## src/rtl/dram_refresh_ctrl.sv

```systemverilog
module dram_refresh_ctrl #(
  parameter int ADDR_W       = 13,
  parameter int ROW_BITS     = 12,
  parameter int INIT_PAUSE   = 25000,
  parameter int INIT_BURST   = 8,
  parameter int INTERVAL     = 1950,
  parameter int PEND_W       = 4,
  parameter int URGENT_LEVEL = 4,
  parameter int T_LEAD       = 1,
  parameter int T_CASH       = 2,
  parameter int T_RAS        = 8,
  parameter int T_RP         = 5
) (
  input  logic              clk,
  input  logic              rst_n,
  input  logic              use_ras_only,
  input  logic              rfr_gnt,
  output logic              rfr_req,
  output logic              rfr_urgent,
  output logic              rfr_drive,
  output logic              rfr_ready,
  output logic              ras_n,
  output logic              cas_n,
  output logic              we_n,
  output logic [ADDR_W-1:0] dram_addr
);
  localparam int TMR_W = $clog2(INIT_PAUSE + T_RAS + T_RP + T_LEAD + 1);
  localparam int IV_W  = $clog2(INTERVAL + 1);
  localparam int BU_W  = $clog2(INIT_BURST + 1);
  localparam logic [TMR_W-1:0] PAUSE_LD = TMR_W'(INIT_PAUSE - 1);
  localparam logic [TMR_W-1:0] LEAD_LD  = TMR_W'(T_LEAD - 1);
  localparam logic [TMR_W-1:0] RAS_LD   = TMR_W'(T_RAS - 1);
  localparam logic [TMR_W-1:0] RP_LD    = TMR_W'(T_RP - 1);
  localparam logic [TMR_W-1:0] CASH_LIM = TMR_W'(T_RAS - 1 - T_CASH);
  localparam logic [IV_W-1:0]  IV_LD    = IV_W'(INTERVAL - 1);
  localparam logic [BU_W-1:0]  BU_LD    = BU_W'(INIT_BURST);
  localparam logic [PEND_W-1:0] PEND_MAX = '1;
  localparam logic [PEND_W-1:0] URG_LVL  = PEND_W'(URGENT_LEVEL);

  typedef enum logic [2:0] {S_PAUSE, S_IDLE, S_REQ, S_LEAD, S_RASLO, S_PRE, S_DONE} st_t;

  st_t               st;
  logic [TMR_W-1:0]  tmr;
  logic [IV_W-1:0]   ivc;
  logic [BU_W-1:0]   burst;
  logic [PEND_W-1:0] pend;
  logic [ROW_BITS-1:0] row;

  wire last  = (tmr == '0);
  wire fin   = (st == S_PRE) && last;
  wire tick  = rfr_ready && (ivc == '0);
  wire dec   = fin && (burst == '0);
  wire work  = (burst != '0) || (pend != '0);

  always_ff @(posedge clk) begin
    if (!rst_n) begin
      st    <= S_PAUSE;
      tmr   <= PAUSE_LD;
      burst <= BU_LD;
      row   <= '0;
    end else begin
      case (st)
        S_PAUSE: if (last) st <= S_IDLE; else tmr <= tmr - 1'b1;
        S_IDLE:  if (work) st <= S_REQ;
        S_REQ:   if (rfr_gnt) begin st <= S_LEAD; tmr <= LEAD_LD; end
        S_LEAD:  if (last) begin st <= S_RASLO; tmr <= RAS_LD; end else tmr <= tmr - 1'b1;
        S_RASLO: if (last) begin st <= S_PRE; tmr <= RP_LD; end else tmr <= tmr - 1'b1;
        S_PRE: begin
          if (last) begin
            st <= S_DONE;
            if (use_ras_only) row <= row + 1'b1;
            if (burst != '0) burst <= burst - 1'b1;
          end else tmr <= tmr - 1'b1;
        end
        default: st <= S_IDLE;
      endcase
    end
  end

  always_ff @(posedge clk) begin
    if (!rst_n) begin
      ivc  <= IV_LD;
      pend <= '0;
    end else begin
      if (rfr_ready) ivc <= (ivc == '0) ? IV_LD : ivc - 1'b1;
      if (tick && !dec && pend != PEND_MAX) pend <= pend + 1'b1;
      else if (dec && !tick) pend <= pend - 1'b1;
    end
  end

  wire cas_win = (st == S_LEAD) || ((st == S_RASLO) && (tmr > CASH_LIM));

  assign rfr_ready  = (burst == '0) && (st != S_PAUSE);
  assign rfr_urgent = (pend >= URG_LVL);
  assign rfr_drive  = (st == S_LEAD) || (st == S_RASLO) || (st == S_PRE);
  assign rfr_req    = rfr_drive || (st == S_REQ) || (st == S_DONE);
  assign ras_n      = (st != S_RASLO);
  assign cas_n      = !(cas_win && !use_ras_only);
  assign we_n       = 1'b1;
  assign dram_addr  = (rfr_drive && use_ras_only) ? ADDR_W'(row) : '0;
endmodule

```

## config.mk

```make
export PLATFORM = sky130hd
export DESIGN_NAME = dram_refresh_ctrl
export DESIGN_NICKNAME = d
export VERILOG_FILES = /design/src/rtl/dram_refresh_ctrl.sv
export SDC_FILE = /design/constraint.sdc
export NUM_CORES = 1
export LEC_CHECK = 0
export ABC_CLOCK_PERIOD_IN_PS = 3200
export BUFFER_PORTS_ARGS = -buffer_cell sky130_fd_sc_hd__buf_4
export CORE_MARGIN = 1.5
export CORE_UTILIZATION = 35
export CTS_CLUSTER_SIZE = 8
export DETAILED_ROUTE_END_ITERATION = 10
export MAX_ROUTING_LAYER = met4
export PLACE_DENSITY_LB_ADDON = 0.15
export SLEW_MARGIN = 20
export SYNTH_ARGS = -nofsm -noshare
export SYNTH_HDL_FRONTEND = slang
export SYNTH_SLANG_ARGS = --single-unit
```

## constraint.sdc

```tcl
create_clock -name clk -period 3.2 [get_ports clk]
set_input_delay 0.32 -clock clk [delete_from_list [all_inputs] [get_ports clk]]
set_output_delay 0.32 -clock clk [all_outputs]
set_load 0.05 [all_outputs]
```

* After elaboration in Yosys (flattened, before gate mapping)
Index checks and enable logic that the tools add are counted.
** Operators by class
- Reduce and logical (&&, ||, !) cells :: 34
- Equality and inequality tests :: 15
- Magnitude comparators :: 2
- Mux-type cells :: 16
- $add $sub $neg :: 6
** Operators by type and width (count)
- $mux W15 :: 4
- $pmux W15 S4 :: 1
- $mux W3 :: 6
- $pmux W3 S6 :: 1
- $gt A15 B3 Y1 const B :: 1
- $logic_not A15 Y1 :: 1
- $sub A15 B1 Y15 const B :: 1
- $ne A2 B2 Y1 const B :: 7
- $add A12 B1 Y12 const B :: 1
- $mux W12 :: 1
- $reduce_bool A4 Y1 :: 3
- $logic_not A11 Y1 :: 1
- $mux W11 :: 1
- $sub A11 B1 Y11 const B :: 1
- $logic_and A1 B1 Y1 :: 10
- $eq A3 B3 Y1 const B :: 3
- $reduce_and A3 Y1 :: 3
- $mux W4 :: 2
- $sub A4 B1 Y4 const B :: 2
- $eq A3 B2 Y1 const B :: 2
- $logic_or A1 B1 Y1 :: 6
- $reduce_and A6 Y1 :: 1
- $add A4 B1 Y4 const B :: 1
- $ge A4 B3 Y1 const B :: 1
- 9 further kinds :: 12
** Storage, ports and cells
- Output and inout bits :: 20
- Flip-flop bits (word level) :: 49
- Bits of input ports :: 4

* Longest topological paths before layout
Gate-level depths: netlist of run 1.
- Word-level depth :: 7
- Gate-level depth with buffers :: 13
- Depth with buffers taken out :: 12

* Least setup slack after synthesis of run 1
OpenSTA, ideal clock, no wires.
- Path kind :: flip-flop to flip-flop
- Start :: register burst[0]
- End :: register pend[3]
- Buffers on the path :: 0
- Cell stages (with the launch flop) :: 13
- Setup time :: 0.124 ns
- Path slack :: 0.472 ns
- Period minus slack after synthesis :: 2.728 ns
- Data arrival time :: 2.604 ns
- Cell sequence :: dfxtp_1 > inv_1 > ha_1 > nor3b_2 > nand4b_1 > nor3_1 > nand3_1 > ha_1 > a21o_1 > a21o_1 > nor3_1 > a41oi_1 > mux2i_1
** On the way
- Word-level cells in the longest chain between the ends :: 6
- Elaborated cells on any way between the ends :: 11
- Those cells by class :: 1 x mux; 10 x reduce/logical
** Ends and longest elaborated chain
- from (decl) :: RTL line 45 : logic [BU_W-1:0] burst;
- from (signal assigned) :: RTL line 72 : if (burst != '0) burst <= burst - 1'b1;
- $logic_not A4 Y1 (*) :: RTL line 52, 93
- $logic_and A1 B1 Y1, on equally long branches :: RTL line 93, 52
- $logic_and A1 B1 Y1 or $logic_not A1 Y1 (tied branches) :: RTL line 51, 86
- $logic_and A1 B1 Y1 or $logic_not A1 Y1 (tied branches) :: RTL line 86, 87
- $logic_and A1 B1 Y1, on equally long branches :: RTL line 86, 87
- $mux W4 or $reduce_bool A2 Y1 (tied branches)
- to (signal assigned) :: RTL line 86 : if (tick && !dec && pend != PEND_MAX) pend <= pend + 1'b1;
- to (signal assigned) :: RTL line 87 : else if (dec && !tick) pend <= pend - 1'b1;
- to (decl) :: RTL line 46 : logic [PEND_W-1:0] pend;
Mark *: on every way between the ends. The rest lies on a longest branch, timed or not.
A chain may end at the register's enable or synchronous reset.

* Final worst setup path of run 1
- Start :: register tmr[0]
- End :: register pend[3]
** On the way
- Word-level cells in the longest chain between the ends :: 7
- Elaborated cells on any way between the ends :: 9
- Those cells by class :: 1 x mux; 8 x reduce/logical
** Ends and longest elaborated chain
- from (decl) :: RTL line 43 : logic [TMR_W-1:0] tmr;
- from (signal assigned) :: RTL line 73 : end else tmr <= tmr - 1'b1;
- $logic_not A15 Y1 (*) :: RTL line 49 : wire last = (tmr == '0);
- $logic_and A1 B1 Y1 (*) :: RTL line 50 : wire fin = (st == S_PRE) && last;
- $logic_and A1 B1 Y1 (*) :: RTL line 52 : wire dec = fin && (burst == '0);
- $logic_not A1 Y1 :: RTL line 86
- $logic_and A1 B1 Y1 (2 in a row) :: RTL line 86
- $mux W4 or $reduce_bool A2 Y1 (tied branches)
Marks and branches as above.

==> results_dict.tcl, run 1 <==
set metrics [dict create \
    drc 0 \
    min_period_ns 2.943 \
    holdWs_ns 0.2864 \
    syn_inst 342 \
    yosys_most_used_dff "dfxtp_1" \
    post_cts_buffers 0 \
    p_total_w 0.001151 \
    min_period_over_period_pct 91.97 \
    pwr-share-clk_pct 31.0 \
    synth-seq-area-share_pct 34.12 \
    relSlewSlack_pct 66.16 \
    avgSynthCellArea_sq_um 8.407 \
    finClkSkew_ns 0.004904 \
    synthTopCellsByArea "dfxtp_1 34%, xnor2_1 7.0%, nor2_1 5.9%, nand2_1 3.8%, and3_1 3.5%" \
    root_buffer "clkbuf_8" \
    numCtsBuffers 5 \
    combPwrFrac_pct 12.7 \
    drt-initial-drc-count 99 \
    internal_power_w 0.0008350 \
    fmax_mhz 339.8 \
    crit_arrival_ns 3.13 \
    cts.sink_count 49 \
    final-setup-viol-count 0 \
    fp.dieH_um 93.64 \
    wl_um 6326 \
    fp.dieW_um 93.64 \
    p_seq_share_pct 56.2 \
    cts_tree "done" \
    die_area_sq_um 8768 \
    antenna_found_initial 0 \
    yosys.area.top_type_share_pct 34.12 \
    tns_ns 0 \
    status "finished, final reports clean" \
    worstPathMaxFanout 7 \
    critPathLaunchType "register" \
    postPlaceCellArea_sq_um 3168 \
    p_leak_nw 1.268 \
    routedWlPerCell_um 13.49 \
    syn_nets 355 \
    initial_core_util_pct 36.64 \
    critPathCaptureType "register" \
    worstSetupPathType "reg2reg" \
    drtAntennaViolNets 0 \
    vdd_drop_max_uv 186.0 \
    grt_remaining_overflow 0 \
    antennaDiodeCount 0 \
    grt_max_degree 22 \
    grtUsageTotal_pct 16.28 \
    io_buffers 21 \
    maxCapViolCount 0 \
    power.switching_w 0.0003160 \
    syn_to_final_growth_pct 13.05 \
    worstMarginPinSlew_ns 0.5023 \
    io_pins 24 \
    gp_congestion 0.8179 \
    nFillCells 862 \
    viasPerCell 5.134 \
    worstSkewPairLatency_ns 0.30 \
    async_flop_share_pct 0 \
    layout.nets 379 \
    clock_path_buffers 2 \
    slew_viol_final 0 \
    netlist-cell-type-count 61 \
    grt_pass1_wl_um 11150 \
    htree_levels 2 \
    vias 2408 \
    ys_warn_count 0 \
    final_hold_viol_count 0 \
    clk_transition_reported_paths_ns 0.09 \
    power_density_nw_per_um2 354.1 \
    synth-edff-count 0 \
    rows 32 \
    critPathRequiredTime_ns 3.39 \
    hp-class "in2reg" \
    rsz0062_at_grt "false" \
    cts_resized 0 \
    synth_top_area_cell "dfxtp_1" \
    grt_pass1_vias 2308 \
    final_area_sq_um 3251 \
    place_hpwl_um 4733 \
    hold_buffers 0 \
    ys_seq_elements 49 \
    core_area_sq_um 7848 \
    dr.pass1.iters 4 \
    drive_above_1_share_pct 15.53 \
    synth_area_sq_um 2875 \
    switching_share_pct 27.45 \
]
[synthesized netlist by cell type (4+ instances only)]
cell type	instances
a21oi_1	10
and3_1	16
inv_1	14
nand2_1	29
nand4_1	4
mux2i_1	5
nor4_1	4
nor2_1	45
o21ai_0	12
nor3_1	12
xnor2_1	23
ha_1	8
xor2_1	6
clkbuf_1	8
and4_1	4
or3_1	8
nand2b_1	4
dfxtp_1	49
a211oi_1	5
nand3_1	13
nor2b_1	4
[state kept, by name, summed over array words and instances, names as in the netlist]
| name | count |
|---|---|
| row | 12 |
| tmr | 15 |
| pend | 4 |
| st | 3 |
| burst | 4 |
| ivc | 11 |
[path summary, 6_finish.rpt]
check                                     startpoint                   end  slack, ns  depth (start not counted)
worst max register to register   tmr[0]$_SDFFE_PN1P_  pend[3]$_SDFFE_PN0P_       0.26                         12
worst min register to register  tmr[14]$_SDFFE_PN1P_  tmr[14]$_SDFFE_PN1P_       0.49                          2
worst max-delay path             tmr[0]$_SDFFE_PN1P_  pend[3]$_SDFFE_PN0P_       0.26                         12
worst min-delay path                           rst_n   ivc[8]$_SDFFE_PN1P_       0.29                          2
[power by group through the flow]
stage	sequential, W	combinational, W	clock [W]
3_3_place_gp	0.000660	0.000146	0
2_1_floorplan	0.000657	0.000110	0
3_5_place_dp	0.000661	0.000148	0
4_1_cts	0.000647	0.000148	0.000381
5_1_grt	0.000650	0.000165	0.000397
6_report	0.000647	0.000147	0.000357
[worst max-delay path, stage by stage (launching register included)]
cell and delay, ns:
dfxtp_1 0.38, inv_1 0.08, ha_1 0.19, nor2b_1 0.32
and4_1 0.44, nand3_1 0.20, nand3_1 0.20, ha_1 0.26
a21o_1 0.18, a21o_1 0.19, nor3_1 0.18, a41oi_1 0.08
mux2i_1 0.16
[layer usage]
metal	up-vias	GRT usage (%)	wire length, um
li1	1254	-	-
met5	-	-	0
met1	1113	22.25	3255
met2	37	25.24	2820
met3	4	2.927	197
met4	0	3.358	53
[cell families after synthesis]
kind of cell | after synthesis | synth area share [%]
muxes | 5 | 1.741
buffers and inverters | 28 | 4.047
xor gates and xnor gates | 29 | 8.834
and+or+nand+nor | 168 | 33.64
adders and majority gates | 10 | 4.526
DFF | 49 | 34.12
AOI/OAI and AO/OA | 51 | 12.84
other | 2 | 0.2612
[through the flow]
| stage | worst slack [ns] | util, % | std cells |
|---|---|---|---|
| global placement | 0.4447 | 40.37 | 461 |
| CTS | 0.2993 | 41.42 | 469 |
| detailed placement | 0.3286 | 40.37 | 461 |
| floorplan | 0.4717 | - | 342 |
| global route | 0.03330 | 41.42 | 469 |
| finish | 0.2569 | 41.42 | 469 |
[final cells by class]
class / count / area [sq um] / share of cell area [%]
clock inverters: 2 / 10.01 / 0.3079
repair buffers: 30 / 225.2 / 6.928
well taps: 102 / 127.6 / 3.926
flip-flops and latches: 49 / 980.9 / 30.18
multi-input cells: 265 / 1778 / 54.70
inverters: 15 / 56.30 / 1.732
clock buffers: 6 / 72.57 / 2.232
[cell usage in the layout, fill, tap and decap left out, types with 2 or more instances in the layout]
master     synthesis  routed
xnor2_1           23      23
nor3_4             2       2
nor4_4             3       3
conb_1             2       2
xor2_1             6       6
or2_2              3       3
dfxtp_1           49      49
a2111o_1           2       2
nor2_1            45      45
and2_1             3       3
nor4_1             4       4
a21oi_1           10      10
ha_1               8       8
nand3_1           13      13
buf_4              2      30
o311ai_0           3       3
clkinv_2           0       2
and4_1             4       4
a211oi_1           5       5
or4_1              2       2
nor3_1            12      12
or3_1              8       8
a2111oi_2          3       3
nand2b_1           4       4
nor3b_1            2       2
nand2_1           29      29
nor2b_1            4       4
o21ai_0           12      12
clkbuf_8           0       5
a21o_1             3       3
mux2i_1            5       5
inv_1             14      14
nand4_1            4       4
and3_1            16      16
Note: power is estimated with default switching activity, not from simulation.
==> inputs of run 2 (changes only) <==
PLACE_DENSITY_LB_ADDON = 0.3   (was 0.15)
==> run 2 against run 1 <==
Compared with the run above: fmax rose by 3.9%; largest power group unchanged; sequential share of layout area fell by 0.16 points; critical endpoint unchanged; routed wire length rose by 1.5%.
==> results_dict.tcl, run 2 (same netlist as run 1, synthesis figures left out) <==
set metrics [dict create \
    p_leak_nw 1.266 \
    hp-class "in2reg" \
    r2r_slack_ns 0.37 \
    maxCapViolCount 0 \
    top_layer "met4" \
    antenna_found_initial 0 \
    place_hpwl_um 4722 \
    dr.pass1.iters 4 \
    largest-register "tmr" \
    hold_start "rst_n" \
    clock_path_buffers 2 \
    core_area_sq_um 7848 \
    gp_congestion 0.8353 \
    rsz0062_at_grt "false" \
    routedWlPerCell_um 13.78 \
    drive_above_1_share_pct 15.66 \
    rows 32 \
    vdd_drop_max_uv 233.7 \
    wl_met1_um 3234 \
    wl_um 6421 \
    hold_end "ivc[8]$_SDFFE_PN1P_" \
    nFillCells 824 \
    viasPerCell 5.219 \
    drtAntennaViolNets 0 \
    grt_max_degree 20 \
    worstSetupPathType "reg2reg" \
    layout_commonest_cell "dfxtp_1" \
    vias 2432 \
    min_period_ns 2.834 \
    grtUsageTotal_pct 16.44 \
    crit_arrival_ns 3.02 \
    critPathCaptureType "register" \
    seq_area_sq_um 980.9 \
    critPathLaunchType "register" \
    wl_met2_um 2893 \
    r2r_cells 12 \
    min_period_over_period_pct 88.55 \
    drt-initial-drc-count 106 \
    root_buffer "clkbuf_8" \
    io_buffers 21 \
    antennaDiodeCount 0 \
    syn_to_final_growth_pct 13.66 \
    largest_reg_flops 15 \
    fp.dieH_um 93.64 \
    final-setup-viol-count 0 \
    slew_viol_final 0 \
    final_hold_viol_count 0 \
    drc 0 \
    io_pins 24 \
    power_density_nw_per_um2 373.8 \
    worstPathMaxFanout 7 \
    grt_remaining_overflow 0 \
    post_cts_buffers 0 \
    htree_levels 2 \
    worstHoldPathCells 2 \
    rr_startpoint "burst[0]$_SDFFE_PN0P_" \
    final_area_sq_um 3268 \
    layout.nets 377 \
    cts.sink_count 49 \
    initial_core_util_pct 36.64 \
    clk_transition_reported_paths_ns 0.09 \
    grt_pass1_wl_um 11220 \
    postPlaceCellArea_sq_um 3153 \
    die_area_sq_um 8768 \
    wl_met3_um 203 \
    tns_ns 0 \
    finClkSkew_ns 0.005772 \
    multi_input_area_sq_um 1789 \
    worstSkewPairLatency_ns 0.30 \
    numCtsBuffers 5 \
    grt_pass1_vias 2331 \
    fp.dieW_um 93.64 \
    p_total_w 0.001222 \
    final_cell_mix "49 x dfxtp_1, 45 x nor2_1, 29 x nand2_1" \
    reg_top3 "tmr (15), row (12), ivc (11)" \
    critPathRequiredTime_ns 3.39 \
    cts_tree "done" \
    fmax_mhz 352.9 \
    status "finished, final reports clean" \
    r2r_end "pend[3]$_SDFFE_PN0P_" \
]
[run 2: routing by layer]
metal	track usage, %	vias to the layer above
met1	22.38	1127
met2	24.88	42
met3	2.927	8
met5	-	-
met4	4.975	0
li1	-	1255
[run 2: area by class of cell]
cell class	count	share of cell area [%]
Multi-Input combinational cell	265	54.75
Sequential cell	49	30.02
Timing Repair Buffer	28	6.432
Tap cell	102	3.905
Clock buffer	5	2.106
Inverter	15	1.723
Clock inverter	2	1.072
[run 2: how the worst max path moves through the flow]
stage	from	end	depth (start not counted)
after floorplan	burst[0]$_SDFFE_PN0P_	pend[3]$_SDFFE_PN0P_	12
after global routing	tmr[0]$_SDFFE_PN1P_	pend[3]$_SDFFE_PN0P_	12
after global placement	ivc[3]$_SDFFE_PN1P_	pend[3]$_SDFFE_PN0P_	10
after CTS	ivc[3]$_SDFFE_PN1P_	pend[3]$_SDFFE_PN0P_	10
after detailed placement	ivc[3]$_SDFFE_PN1P_	pend[3]$_SDFFE_PN0P_	10
final	burst[0]$_SDFFE_PN0P_	pend[3]$_SDFFE_PN0P_	12
[run 2: repair_timing]
action | 4_1_cts | 5_1_grt
setup endpoints to repair | 0 | 1
resized for setup | 0 | 2
hold buffers | 0 | 0
[run 2: power breakdown]
part | switching (W) | internal, W
sequential | 0.0000203 | 0.000627
clock | 0.000203 | 0.000227
combinational | 0.0000898 | 0.0000549
total | 0.000313 | 0.000909
[run 2: worst max-delay path, cell delays in order, from the launching register on]
cell	delay [ns]
dfxtp_1	0.32
inv_1	0.11
ha_1	0.15
nor3b_2	0.34
nand4b_1	0.19
nor3_2	0.30
nand3_1	0.20
ha_1	0.32
a21o_1	0.18
a21o_1	0.18
nor3_1	0.18
a41oi_1	0.09
mux2i_1	0.15
[run 2: stage by stage]
step                setup WS (ns)  std cells  util [%]  hold WS [ns]
floorplan                  0.4717        342         -        0.4624
detailed placement         0.2134        459     40.18        0.4839
finish                     0.3664        466     41.65        0.2941
CTS                        0.1810        466     41.50        0.2871
global route              0.09182        466     41.65        0.2878
global placement           0.3988        459     40.18        0.4835
